$ cat config.mk
export PLATFORM = sky130hd
export DESIGN_NAME = split_delay_monitor
export DESIGN_NICKNAME = d
export VERILOG_FILES = /design/src/rtl/split_mon_pkg.sv /design/src/rtl/split_mon_dp.sv /design/src/rtl/split_mon_ctrl.sv /design/src/rtl/split_delay_monitor.sv
export SDC_FILE = /design/constraint.sdc
export NUM_CORES = 1
export LEC_CHECK = 0
export BUFFER_PORTS_ARGS = -buffer_cell sky130_fd_sc_hd__buf_4
export CORE_AREA = 2 2 39 41
export CTS_CLUSTER_DIAMETER = 120
export CTS_CLUSTER_SIZE = 28
export DETAILED_ROUTE_END_ITERATION = 6
export DIE_AREA = 0 0 41 43
export SYNTH_ARGS = -nofsm -noshare
export SYNTH_HDL_FRONTEND = slang
export SYNTH_SLANG_ARGS = --single-unit
export TNS_END_PERCENT = 1
$ cat constraint.sdc
create_clock -name clk -period 2.4 [get_ports clk]
set_clock_uncertainty 0.15 [all_clocks]
set_input_delay 0.48 -clock clk [delete_from_list [all_inputs] [get_ports clk]]
set_output_delay 0.48 -clock clk [all_outputs]
set_load 0.01 [all_outputs]
$ cat src/rtl/split_mon_pkg.sv
package split_mon_pkg;

  typedef enum logic [1:0] {
    RESP_OKAY  = 2'd0,
    RESP_ERROR = 2'd1,
    RESP_RETRY = 2'd2,
    RESP_SPLIT = 2'd3
  } respKind_t;

  // strobes from control to datapath
  typedef struct packed {
    logic advanceData;  // address phase accepted: move master into data phase
    logic captureIdx;   // record data-phase master as the split master
  } monStrobe_t;

endpackage

$ cat src/rtl/split_mon_dp.sv
module split_mon_dp #(
  parameter int MASTER_W = 4
) (
  input  logic                          clk,
  input  logic                          rstN,
  input  logic [MASTER_W-1:0]           curMaster,
  input  split_mon_pkg::monStrobe_t     strobes,
  output logic [MASTER_W-1:0]           savedIdx,
  output logic [MASTER_W-1:0]           dataMaster,
  output logic                          savedMatch
);

  always_ff @(posedge clk or negedge rstN) begin
    if (!rstN) begin
      dataMaster <= '0;
      savedIdx   <= '0;
    end else begin
      if (strobes.advanceData) dataMaster <= curMaster;
      if (strobes.captureIdx)  savedIdx   <= dataMaster;
    end
  end

  assign savedMatch = (curMaster == savedIdx);

endmodule

$ cat src/rtl/split_mon_ctrl.sv
module split_mon_ctrl (
  input  logic                          clk,
  input  logic                          rstN,
  input  logic [1:0]                    respCode,
  input  logic                          readyIn,
  input  logic                          lockIn,
  input  logic                          savedMatch,
  output split_mon_pkg::monStrobe_t     strobes,
  output logic                          splitActive,
  output logic                          lockSeen
);
  import split_mon_pkg::*;

  logic splitSeen;
  logic clearNow;
  logic startNow;

  assign splitSeen = readyIn && (respCode == RESP_SPLIT);
  assign clearNow  = splitActive && readyIn && savedMatch;
  assign startNow  = splitSeen && (!splitActive || clearNow);

  always_comb begin
    strobes             = '0;
    strobes.advanceData = readyIn;
    strobes.captureIdx  = startNow;
  end

  always_ff @(posedge clk or negedge rstN) begin
    if (!rstN) begin
      splitActive <= 1'b0;
      lockSeen    <= 1'b0;
    end else begin
      lockSeen <= lockIn;
      if (startNow)      splitActive <= 1'b1;
      else if (clearNow) splitActive <= 1'b0;
    end
  end

endmodule

$ cat src/rtl/split_delay_monitor.sv
module split_delay_monitor #(
  parameter int MASTER_W = 4
) (
  input  logic                clk,
  input  logic                rstN,
  input  logic [MASTER_W-1:0] curMaster,
  input  logic [1:0]          respCode,
  input  logic                readyIn,
  input  logic                lockIn,
  output logic                splitDelayEvt,
  output logic                lockedEvt
);
  import split_mon_pkg::*;

  monStrobe_t          strobes;
  logic [MASTER_W-1:0] savedIdx;
  logic [MASTER_W-1:0] dataMaster;
  logic                savedMatch;

  split_mon_ctrl u_ctrl (
    .clk        (clk),
    .rstN       (rstN),
    .respCode   (respCode),
    .readyIn    (readyIn),
    .lockIn     (lockIn),
    .savedMatch (savedMatch),
    .strobes    (strobes),
    .splitActive(splitDelayEvt),
    .lockSeen   (lockedEvt)
  );

  split_mon_dp #(.MASTER_W(MASTER_W)) u_dp (
    .clk       (clk),
    .rstN      (rstN),
    .curMaster (curMaster),
    .strobes   (strobes),
    .savedIdx  (savedIdx),
    .dataMaster(dataMaster),
    .savedMatch(savedMatch)
  );

endmodule

==> metrics.md <==
| Metric | Value |
|---|---|
| RSZ-0062 raised after global routing | `false` |
| Pwr dens | `871.0 nW/um^2` |
| Yosys top cell by area | `dfrtp_1` |
| Crit Path Max Fanout | `4` |
| H-tree depth | `1` |
| CTS tree | `built` |
| Peak supply drop | `0.2793 mV` |
| Antenna violations before repair | `0` |
| Number of routed nets with antenna violations | `0` |
| Fmax | `0.5769 GHz` |
| Syn Nets | `38` |
| IO Count | `12` |
| Crit path time final | `1.733 ns` |
| Commonest cells post-synth | `10 x dfrtp_1, 8 x mux2_2, 4 x xor2_1` |
| DIE HEIGHT | `43 um` |
| Site row count | `14` |
| Clock-pin slew on the worst setup and hold paths | `0.06 ns` |
| Max Cap Viol | `0` |
| Leak | `0.2542 nW` |
| Max Buffers Root-to-Sink | `2` |
| Drt pass-1 iters | `2` |
| Iteration-0 DRC Markers | `4` |
| CTS Sinks | `10` |
| Internal cell power | `0.3529 mW` |
| Design Power | `0.4839 mW` |
| Ratio of cells with drive above 1 in the final layout | `57.14%` |
| Worst setup SP type | `flop` |
| Input/output buffers | `11` |
| Netlist cell types | `9` |
| Reg power frac | `50.8%` |
| RD Place Congestion | `0.6432` |
| Clock power frac | `22.3%` |
| First-pass GRT wire length | `979 um` |
| Count leader, synth | `dfrtp_1` |
| Slew Limit Fails | `0` |
| Status | `completed` |
| Post-CTS Resized | `0` |
| EDFF count, synth | `0` |
| Mapped Cells | `28` |
| Worst skew pair latency | `0.26 ns` |
| Hold Violations, Final | `0` |
| Syn_area_per_cell | `15.19 sq um` |
| Die ar. | `1763 sq um` |
| Setup TNS | `0 ns` |
| Tot GR Track Use | `9.490%` |
| Drt wl/cell | `11.81 um` |
| Seq cells post-synth | `10` |
| Crit path kind | `flop to flop` |
| DR vias | `284` |
| Final setup viols | `0` |
| Worst hold path type | `primary input to flop` |
| Combinational power share | `26.9%` |
| CP Capture Type | `flop` |
| Psw | `0.1310 mW` |
| Die W | `41 um` |
| Post-CTS setup buffers | `0` |
| Vias per inst | `4.897` |
| DRC errors left | `0` |
| Ys Warns | `0` |
| Nets | `54` |
| Synth top area share | `58.82%` |
| CP arrival | `1.73 ns` |
| Required time worst endpoint | `2.39 ns` |
| CTS root buf | `clkbuf_4` |
| Switching Share | `27.08%` |
| ANT cells | `0` |
| Slew margin rel. | `78.75%` |
| Sequential area share after synthesis | `58.82%` |
| Core Region | `1384 sq um` |
| CTS Buf Count | `3` |
| Pin count of the biggest net entering global routing | `11` |
| Area Overhead vs Synth | `30.59%` |
| Largest cells by area after synthesis | `dfrtp_1 59%, mux2_2 21%, xor2_1 8.2%` |
| Main flop type after synthesis | `dfrtp_1` |
| Grt ovf | `0` |
| Cell Area, Synth | `425.4 sq um` |
| Slew @ Worst Pin | `0.3161 ns` |
| Initial Util | `30.74%` |
| Final cycle utilization of the critical path | `72.23%` |
| Synth async-reset ratio | `100.0%` |
| Total Wirelength | `685 um` |
| Number of global-route vias before repair | `271` |
==> logic make-up after synthesis <==
kind of cell           share of synthesized area [%]
XOR/XNOR                                       8.234
flip-flops                                     58.82
AO/OA/AOI/OAI                                  5.881
buffers and inverters                          2.057
multiplexers                                   21.18
AND/OR/NAND/NOR                                3.822
==> metal layers <==
| metal | global-route usage [%] | wire (um) | up-vias | part of all wire, % |
|---|---|---|---|---|
| met2 | 15.31 | 334 | 11 | 49 |
| met5 | 0 | 0 | - | 0 |
| met4 | 10.00 | 10 | 0 | 1.5 |
| met1 | 6.780 | 271 | 143 | 40 |
| li1 | - | - | 128 | - |
| met3 | 4.712 | 68 | 2 | 9.9 |
==> critical path, cell delays in order (launching register included) <==
cell	delay [ns]
dfrtp_1	0.38
xor2_1	0.17
nor4_2	0.36
o2111ai_2	0.23
mux2_2	0.32
==> state kept, by name, summed over array words and instances (netlist names) <==
name	flops
u_dp.dataMaster	4
u_dp.savedIdx	4
u_ctrl.splitActive	1
u_ctrl.lockSeen	1
==> per-stage QoR <==
stage	hold WS (ns)	worst slack (ns)	cell area (sq um)	cells	utilization [%]
after floorplan	0.03441	0.7134	425.4	28	-
after global placement	0.1611	0.4996	523.0	54	37.79
after detailed placement	0.1643	0.4382	523.0	54	37.79
after CTS	0.1674	0.6384	555.5	58	40.14
after global routing	0.1703	0.6174	555.5	58	40.14
final	0.1767	0.6666	555.5	58	40.14
==> what timing repair did <==
item / in CTS / in global routing
hold endpoints to repair: 10 / 0
hold buffers: 1 / 0
setup endpoints to repair: 0 / 0
==> area by class of cell <==
class / count / area (sq um)
fill: 145 / 828.3
sequential: 10 / 250.2
multi-input combinational: 16 / 166.4
timing repair buffer: 12 / 92.59
clock buffer: 3 / 22.52
tap: 16 / 20.02
inverter: 1 / 3.754
==> worst paths after layout <==
path,start,endpoint,slack [ns],cells past startpoint
setup / recovery,u_dp.savedIdx[1]$_DFFE_PN0P_,u_dp.savedIdx[0]$_DFFE_PN0P_,0.67,4
hold / removal,lockIn,u_ctrl.lockSeen$_DFF_PN0_,0.18,1
setup reg to reg,u_dp.savedIdx[1]$_DFFE_PN0P_,u_dp.savedIdx[0]$_DFFE_PN0P_,0.67,4
hold reg to reg,u_dp.dataMaster[1]$_DFFE_PN0P_,u_dp.savedIdx[1]$_DFFE_PN0P_,0.35,1
max in group asynchronous,rstN,u_dp.savedIdx[0]$_DFFE_PN0P_,1.53,2
min in group asynchronous,rstN,u_dp.dataMaster[0]$_DFFE_PN0P_,0.43,2
==> cells in the final DEF (no fill, tap or decap) <==
| cell | n |
|---|---|
| clkbuf_4 | 3 |
| mux2_2 | 8 |
| nor4_2 | 1 |
| buf_4 | 11 |
| dlygate4sd3_1 | 1 |
| inv_1 | 1 |
| nand2_1 | 1 |
| dfrtp_1 | 10 |
| o2111ai_2 | 1 |
| xor2_1 | 4 |
| a32o_1 | 1 |
==> power groups by stage <==
| stage | clock (mW) | sequential (mW) | combinational [mW] |
|---|---|---|---|
| after CTS | 0.114 | 0.245 | 0.134 |
| after global routing | 0.123 | 0.250 | 0.143 |
| final | 0.108 | 0.246 | 0.130 |
| after floorplan | 0 | 0.247 | 0.0886 |
| after global placement | 0 | 0.245 | 0.129 |
| after detailed placement | 0 | 0.248 | 0.133 |
No activity file was read; power rests on OpenSTA's default activity.
